`config.mk`:
```
export PLATFORM = sky130hd
export DESIGN_NAME = pwr_mode_seq
export DESIGN_NICKNAME = d
export VERILOG_FILES = /design/src/rtl/pwr_mode_seq.sv
export SDC_FILE = /design/constraint.sdc
export NUM_CORES = 1
export LEC_CHECK = 0
export ABC_CLOCK_PERIOD_IN_PS = 4050
export BUFFER_PORTS_ARGS = -buffer_cell sky130_fd_sc_hd__buf_2
export CELL_PAD_IN_SITES_DETAIL_PLACEMENT = 0
export CELL_PAD_IN_SITES_GLOBAL_PLACEMENT = 1
export CORE_UTILIZATION = 36
export CTS_BUF_LIST = sky130_fd_sc_hd__clkbuf_16
export DETAILED_ROUTE_END_ITERATION = 8
export PLACE_DENSITY_LB_ADDON = 0.1
export SYNTH_ARGS = -nofsm -noshare
export SYNTH_HDL_FRONTEND = slang
export SYNTH_SLANG_ARGS = --single-unit
```
`constraint.sdc`:
```
create_clock -name clk -period 4.05 [get_ports clk]
set_input_delay 0 -clock clk [delete_from_list [all_inputs] [get_ports clk]]
set_output_delay 0 -clock clk [all_outputs]
set_load 0.05 [all_outputs]
```
`src/rtl/pwr_mode_seq.sv`:
```
module pwr_mode_seq #(
  parameter int NORM_DLY = 2,
  parameter int LP_DLY   = 6,
  parameter int LVL_W    = 4,
  parameter int THR_BASE = 4
) (
  input  logic             clk,
  input  logic             rst_n,
  input  logic             bus_sel,
  input  logic             bus_wr,
  input  logic [15:0]      bus_wdata,
  output logic [15:0]      bus_rdata,
  input  logic             sleep_req,
  input  logic             deep_sleep,
  input  logic             wake_irq,
  input  logic             wake_evt,
  input  logic [2:0]       wk_pin,
  input  logic             rtc_evt,
  input  logic [LVL_W-1:0] supply_lvl,
  output logic [2:0]       mode_st,
  output logic             core_clk_en,
  output logic             periph_clk_en,
  output logic             osc_en,
  output logic             core_pwr_en,
  output logic             reg_lp,
  output logic             rc_clk_force,
  output logic             bkp_wr_en,
  output logic             det_flag
);
  localparam int CW = $clog2(LP_DLY + 1);
  localparam logic [2:0] ST_RUN = 3'd0, ST_SLEEP = 3'd1, ST_STOP = 3'd2,
                         ST_STBY = 3'd3, ST_WAKE = 3'd4;

  logic [2:0]    st;
  logic [CW-1:0] cnt;
  logic          from_stop, rc_q;
  logic          lpr, pdds, det_en, bkp_acc;
  logic [2:0]    thr;
  logic          wuf, sbf;
  logic [2:0]    pin_en, pin_q;

  wire       wr_ctl    = bus_wr && !bus_sel;
  wire       wr_sts    = bus_wr && bus_sel;
  wire [2:0] pin_rise  = wk_pin & ~pin_q & pin_en;
  wire       wake_src  = (|pin_rise) || rtc_evt;
  wire       stby_exit = (st == ST_STBY) && wake_src;

  wire [LVL_W:0] thr_lvl = (LVL_W+1)'(thr) + (LVL_W+1)'(THR_BASE);
  assign det_flag = det_en && (st != ST_STBY) && ({1'b0, supply_lvl} < thr_lvl);

  always_ff @(posedge clk or negedge rst_n) begin
    if (!rst_n) begin
      lpr <= 1'b0; pdds <= 1'b0; det_en <= 1'b0; thr <= 3'd0; bkp_acc <= 1'b0;
    end else if (stby_exit) begin
      lpr <= 1'b0; pdds <= 1'b0; det_en <= 1'b0; thr <= 3'd0; bkp_acc <= 1'b0;
    end else if (wr_ctl) begin
      lpr     <= bus_wdata[0];
      pdds    <= bus_wdata[1];
      det_en  <= bus_wdata[4];
      thr     <= bus_wdata[7:5];
      bkp_acc <= bus_wdata[8];
    end
  end

  always_ff @(posedge clk or negedge rst_n) begin
    if (!rst_n) begin
      wuf <= 1'b0; sbf <= 1'b0; pin_en <= 3'd0; pin_q <= 3'd0;
    end else begin
      pin_q <= wk_pin;
      if (wake_src)                   wuf <= 1'b1;
      else if (wr_ctl && bus_wdata[2]) wuf <= 1'b0;
      if (stby_exit)                  sbf <= 1'b1;
      else if (wr_ctl && bus_wdata[3]) sbf <= 1'b0;
      if (wr_sts) pin_en <= bus_wdata[10:8];
    end
  end

  always_ff @(posedge clk or negedge rst_n) begin
    if (!rst_n) begin
      st <= ST_RUN; cnt <= '0; from_stop <= 1'b0; rc_q <= 1'b0;
    end else begin
      rc_q <= (st == ST_WAKE) && (cnt == '0) && from_stop;
      case (st)
        ST_RUN:
          if (sleep_req) st <= !deep_sleep ? ST_SLEEP : (pdds ? ST_STBY : ST_STOP);
        ST_SLEEP:
          if (wake_irq) st <= ST_RUN;
        ST_STOP:
          if (wake_evt) begin
            st        <= ST_WAKE;
            from_stop <= 1'b1;
            cnt       <= lpr ? CW'(LP_DLY - 1) : CW'(NORM_DLY - 1);
          end
        ST_STBY:
          if (wake_src) begin
            st        <= ST_WAKE;
            from_stop <= 1'b0;
            cnt       <= CW'(LP_DLY - 1);
          end
        ST_WAKE:
          if (cnt == '0) st <= ST_RUN;
          else cnt <= cnt - 1'b1;
        default: st <= ST_RUN;
      endcase
    end
  end

  always_comb begin
    case (st)
      ST_RUN:   {core_clk_en, periph_clk_en, osc_en, core_pwr_en} = 4'b1111;
      ST_SLEEP: {core_clk_en, periph_clk_en, osc_en, core_pwr_en} = 4'b0111;
      ST_STOP:  {core_clk_en, periph_clk_en, osc_en, core_pwr_en} = 4'b0001;
      ST_WAKE:  {core_clk_en, periph_clk_en, osc_en, core_pwr_en} = 4'b0011;
      default:  {core_clk_en, periph_clk_en, osc_en, core_pwr_en} = 4'b0000;
    endcase
  end

  assign mode_st      = st;
  assign reg_lp       = (st == ST_STOP) && lpr;
  assign rc_clk_force = rc_q;
  assign bkp_wr_en    = bkp_acc;
  assign bus_rdata    = bus_sel ? {5'd0, pin_en, 5'd0, det_flag, sbf, wuf}
                                : {7'd0, bkp_acc, thr, det_en, 2'b00, pdds, lpr};

  AST_SLEEP_ENTRY: assert property (@(posedge clk) disable iff (!rst_n)
    (st == ST_RUN && sleep_req && !deep_sleep) |=> (mode_st == ST_SLEEP)) else $error("sleep entry");
  AST_STOP_ENTRY: assert property (@(posedge clk) disable iff (!rst_n)
    (st == ST_RUN && sleep_req && deep_sleep && !pdds) |=> (mode_st == ST_STOP)) else $error("stop entry");
  AST_RC_AFTER_WAKE: assert property (@(posedge clk) disable iff (!rst_n)
    rc_clk_force |-> ($past(st) == ST_WAKE && st == ST_RUN)) else $error("rc force");
  AST_STBY_HOLD: assert property (@(posedge clk) disable iff (!rst_n)
    (st == ST_STBY && !wake_src) |=> (mode_st == ST_STBY)) else $error("standby hold");
  AST_STBY_EXIT_RESET: assert property (@(posedge clk) disable iff (!rst_n)
    stby_exit |=> (sbf && !bkp_wr_en && !pdds && mode_st == ST_WAKE)) else $error("standby exit");
  AST_WUF_SET_WINS: assert property (@(posedge clk) disable iff (!rst_n)
    rtc_evt |=> wuf) else $error("wakeup flag");
  AST_BKP_STABLE: assert property (@(posedge clk) disable iff (!rst_n)
    (!wr_ctl && !stby_exit) |=> $stable(bkp_wr_en)) else $error("backup gate");
  AST_SLEEP_HOLD: assert property (@(posedge clk) disable iff (!rst_n)
    (st == ST_SLEEP && !wake_irq) |=> (mode_st == ST_SLEEP)) else $error("sleep hold");
endmodule

```
After elaboration in Yosys (flattened, before gate mapping)
Cells that the tools add are included.

Flip-flop bits (word level): 23. Input port bits: 32. Output and inout port bits: 27. Logic and storage cells: 91.

Add/subtract/negate cells: 2. $lt $le $gt $ge: 1. Eq/ne operators: 11. Muxes and demuxes: 35. Bitwise gates (word level): 3. Reductions and logical operators: 26.

Operators by type and width (count): 3-bit two-way mux (11); 1-bit two-way mux (19); 3-bit one-hot mux with 5 select lines (1); 11-bit two-way mux (1); 1-bit logical AND (10); 2-bit inequality test, second input constant (5); 3-bit one-hot mux with 3 select lines (1); 2-bit nonzero test (4); 3-bit bitwise AND (2); 3-bit by 2-bit == test with 1-bit output, second input constant (2); 3-bit logical NOT (2); 3-bit OR reduction (2); 5-bit AND reduction (1); 3-bit by 3-bit adder with 4-bit output, second input constant (1); 4-bit less-than comparator (1); 4-bit AND reduction (1); 4-bit OR reduction (1); 3-bit by 1-bit == test with 1-bit output, second input constant (1); 3-bit == test, second input constant (1); 3-bit by 2-bit inequality test with 1-bit output, second input constant (1); 3-bit inverter (1); 3-bit AND reduction (1); 3-bit nonzero test (1); 3-bit by 1-bit subtractor with 3-bit output, second input constant (1); other kinds (6) (6).

Longest topological paths before layout
Word-level depth: 7. Depth in mapped cells: 7. Gate-level depth less buffers: 7.

Least setup slack after synthesis
Ideal clock, no wire load.

Path type: register -> output. Start point: register st[2] (netlist: mode_st[2]). End point: output bus_rdata[2]. Arrival time: 2.642 ns. Data required time: 4.050 ns. Setup slack: 1.408 ns. Stages on the path, launching flop included: 4. Buffers on the path: 1. Path through: dfrtp_1 > buf_2 > nor2_1 > nor4b_1.

Word-level cells in the longest chain between the ends: 4.

Ends and longest elaborated chain: start, declared (line 34) `logic [2:0] st;`; start signal, assigned (line 85) `if (sleep_req) st <= !deep_sleep ? ST_SLEEP : (pdds ? ST_STBY : ST_STOP);`; 3-bit by 2-bit inequality test with 1-bit output (line 49) `assign det_flag = det_en && (st != ST_STBY) && ({1'b0, supply_lvl} < thr_lvl);`; 1-bit logical AND (2 in series) (line 49); 11-bit two-way mux (line 122) `assign bus_rdata = bus_sel ? {5'd0, pin_en, 5'd0, det_flag, sbf, wuf}`; end, declared (line 12) `output logic [15:0] bus_rdata,`.

No other way between the ends.

Final worst setup path
Start point: register st[0] (netlist: mode_st[0]). End point: register from_stop.

Word-level cells in the longest chain between the ends: 3. Elaborated cells between the ends (all ways): 7. Those cells by class: eq/ne: 4; mux: 1; reduce/logical: 2.

Ends and longest elaborated chain: 3-bit by 2-bit == test with 1-bit output (line 83) `case (st)`; 2-bit inequality test (no line) / 2-bit nonzero test (equally long branches); 3-bit AND reduction (no line); end signal, assigned (line 80) `st <= ST_RUN; cnt <= '0; from_stop <= 1'b0; rc_q <= 1'b0;`; end signal, assigned (line 91) `from_stop <= 1'b1;`; end signal, assigned (line 97) `from_stop <= 1'b0;`; end, declared (line 36) `logic from_stop, rc_q;`.

Several ways; a longest one is shown, not always the timed one. A chain may end at the register's enable or synchronous reset.

==> reports/results.ini <==
[pwr]
switching_power_uw=477
power_switching_share_pct=44.9
p_comb_share_pct=47.1
p_leak_nw=0.876
seq_power_share_pct=32.7
ir_drop_v=0.000170
intPower_uw=585
clkPwrFrac_pct=20.2
powerDensity_mw_per_mm2=603

[finish]
nets=229
diodes=0
nFillCells=329
layout_common_cells=buf_2 (47), nand2_1 (23), dfrtp_1 (23)
seqCellArea_um2=576
drive_gt1_share_pct=36.6
layout_commonest_cell=buf_2
syn_to_final_growth_pct=35.0
final_cell_area_mm2=0.00176
multiInputGateArea_um2=636

[grt]
use_met3_pct=4.96
grt_antenna_before_repair=0
grt_overflow=0
grt_pass1_wl_mm=4.68
gr-usage-met2_pct=25.0
grt_max_degree=24
grt_util_all_layers_pct=15.5
grt_pass1_vias=1053
met1_usage_pct=19.2
busiest_layer=met2

[routing]
routed_wl_mm=2.74
final_antenna_net_count=0
routed_via_density=4.62
vias=1095
drt_pass1_iterations=4
first_iter_violations=57
route.detailed.drc=0
wire_per_inst_um=11.5

[timing]
setup-tns-final_ns=0
maxSlewViolCount=0
fmax_mhz=534
relSlewSlack_pct=47.8
timing.final.crit_share_pct=46.2
tightest_slew_ns=0.778
fin_crit_ns=1.87
grt_setup_unrepaired=no
fin_skew_ns=0.00612
setup_viol=0
hold_violations=0

[critical_path]
r2r-start=mode_st[0]
worstSetupEndpointType=flip-flop
worst-path-max-fanout=14
critical_path.startpoint_type=flip-flop
arrival_ns=2.02
worstPathRequired_ns=4.20
cp-startpoint=mode_st[0]
reg2regPathDepth=3
setup.worst_path.class=reg -> reg

[run]
maxCapViolCount=0

[floorplan]
die_h_um=62.2
fp.coreArea_mm2=0.00342
start_util_pct=38.2
die_area_mm2=0.00387
io_pins=59
die_w_um=62.2
rows=21

[status]
status=complete, no violations

[placement]
io_buffers=47
dp_hpwl_mm=2.03
postPlaceCellArea_mm2=0.00153
routabilityCongestion=0.710

[min_path]
hp-class=in -> reg
hold_depth=3
hp-start=bus_wdata[3]

[clock_network]
cts_tree=done
numCtsBuffers=3
cts_sinks=23
clkLatencyLatePin_ns=0.26
cts.path.max_buffers=2
cts_setup_buffers=0
clk_pin_slew_worst_paths_ns=0.06
cts-htree-levels=1
cts_root_buffer=clkbuf_16

[logic_synthesis]
synth_seq_cells=23
ys_seq_area_share_pct=44.1
yosysWarnings=0
syn-cell-area_mm2=0.00130
syn_inst=132
synth.avg_cell_area_um2=9.88
ys_types=37

-- final cells by class --
class	count	share of cell area, %
clock inverter	1	0.284
sequential	23	32.7
inverter	7	1.49
tap	46	3.27
timing repair buffer	62	21.9
clock buffer	3	4.26
multi-input combinational	95	36.1
-- synthesized netlist by cell type --
master | instances | area, um^2
buf_6 | 2 | 22.5
nor4b_1 | 1 | 8.76
clkbuf_1 | 2 | 7.51
nand2b_1 | 3 | 18.8
a21oi_4 | 1 | 16.3
mux2i_1 | 2 | 20.0
dfrtp_1 | 23 | 576
buf_4 | 6 | 45.0
a21oi_1 | 10 | 50.1
o31ai_2 | 1 | 12.5
and2_2 | 1 | 7.51
o31a_2 | 2 | 20.0
or3b_4 | 1 | 11.3
and3b_1 | 3 | 26.3
nand3b_1 | 1 | 7.51
and2b_2 | 1 | 8.76
a22o_2 | 2 | 20.0
o21bai_1 | 1 | 7.51
or4_1 | 2 | 15.0
buf_2 | 2 | 10.0
mux2_2 | 6 | 67.6
o311ai_1 | 1 | 8.76
ha_1 | 5 | 62.6
inv_1 | 7 | 26.3
nor2_1 | 7 | 26.3
conb_1 | 1 | 3.75
nor4bb_1 | 1 | 10.0
nor2b_1 | 2 | 12.5
or2_2 | 1 | 6.26
o21ai_0 | 3 | 15.0
or2_1 | 1 | 6.26
a21o_2 | 1 | 8.76
nor3_2 | 1 | 10.0
nand2_1 | 23 | 86.3
and2_1 | 1 | 6.26
nor4_4 | 1 | 21.3
nor3_1 | 3 | 15.0
-- final timing paths --
kind | end | slack, ns
max | from_stop | 2.18
min | sbf | 0.03
max reg2reg | from_stop | 2.18
min reg2reg | sbf | 0.48
max in group asynchronous | pin_q[0] | 3.46
min in group asynchronous | rc_clk_force | 0.24
-- critical path: stages, from the launching register on --
cell and delay, ns:
dfrtp_1 0.63, nand2_1 0.16, nor3_2 0.67, and2b_2 0.30
-- logic make-up after synthesis --
kind of cell / Yosys count / share of synthesized area (%)
compound gates: 22 / 12.2
fa+ha+maj: 5 / 4.80
buf+inv: 19 / 8.54
flops: 23 / 44.1
mux: 8 / 6.72
other cells: 1 / 0.288
simple gates: 54 / 23.3
-- power groups by stage --
stage,registers (mW),clock network (mW),logic [mW]
finish,0.348,0.214,0.500
CTS,0.349,0.220,0.505
global route,0.360,0.231,0.536
floorplan,0.364,0,0.388
global placement,0.350,0,0.482
detailed placement,0.353,0,0.492
-- repair_timing --
item | CTS | global route
gates resized for setup | 0 | 0
hold buffers | 15 | 0
endpoints found under the hold margin | 37 | 0
-- registers in the layout, summed over array words and instances, names as in the netlist, 3 cells and up --
register  flops
pin_en        3
cnt           3
mode_st       3
pin_q         3
thr           3
-- per-stage QoR --
| stage | power (mW) | setup slack [ns] | util (%) | instances | hold slack [ns] |
|---|---|---|---|---|---|
| 4_1_cts | 1.07 | 2.12 | 51.5 | 237 | 0.0272 |
| 3_3_place_gp | 0.832 | 2.18 | 44.8 | 218 | 0.00335 |
| 3_5_place_dp | 0.846 | 2.13 | 44.8 | 218 | 0.0142 |
| 6_report | 1.06 | 2.18 | 51.5 | 237 | 0.0269 |
| 5_1_grt | 1.13 | 1.99 | 51.5 | 237 | 0.0395 |
| 2_1_floorplan | 0.752 | 1.41 | - | 137 | -0.296 |
-- layer usage --
metal	wire length (um)	part of all wire, %
met1	1270	46
met2	1240	45
met3	184	6.7
met4	43	1.6
met5	0	0
Power figures use the tool's default switching activity.
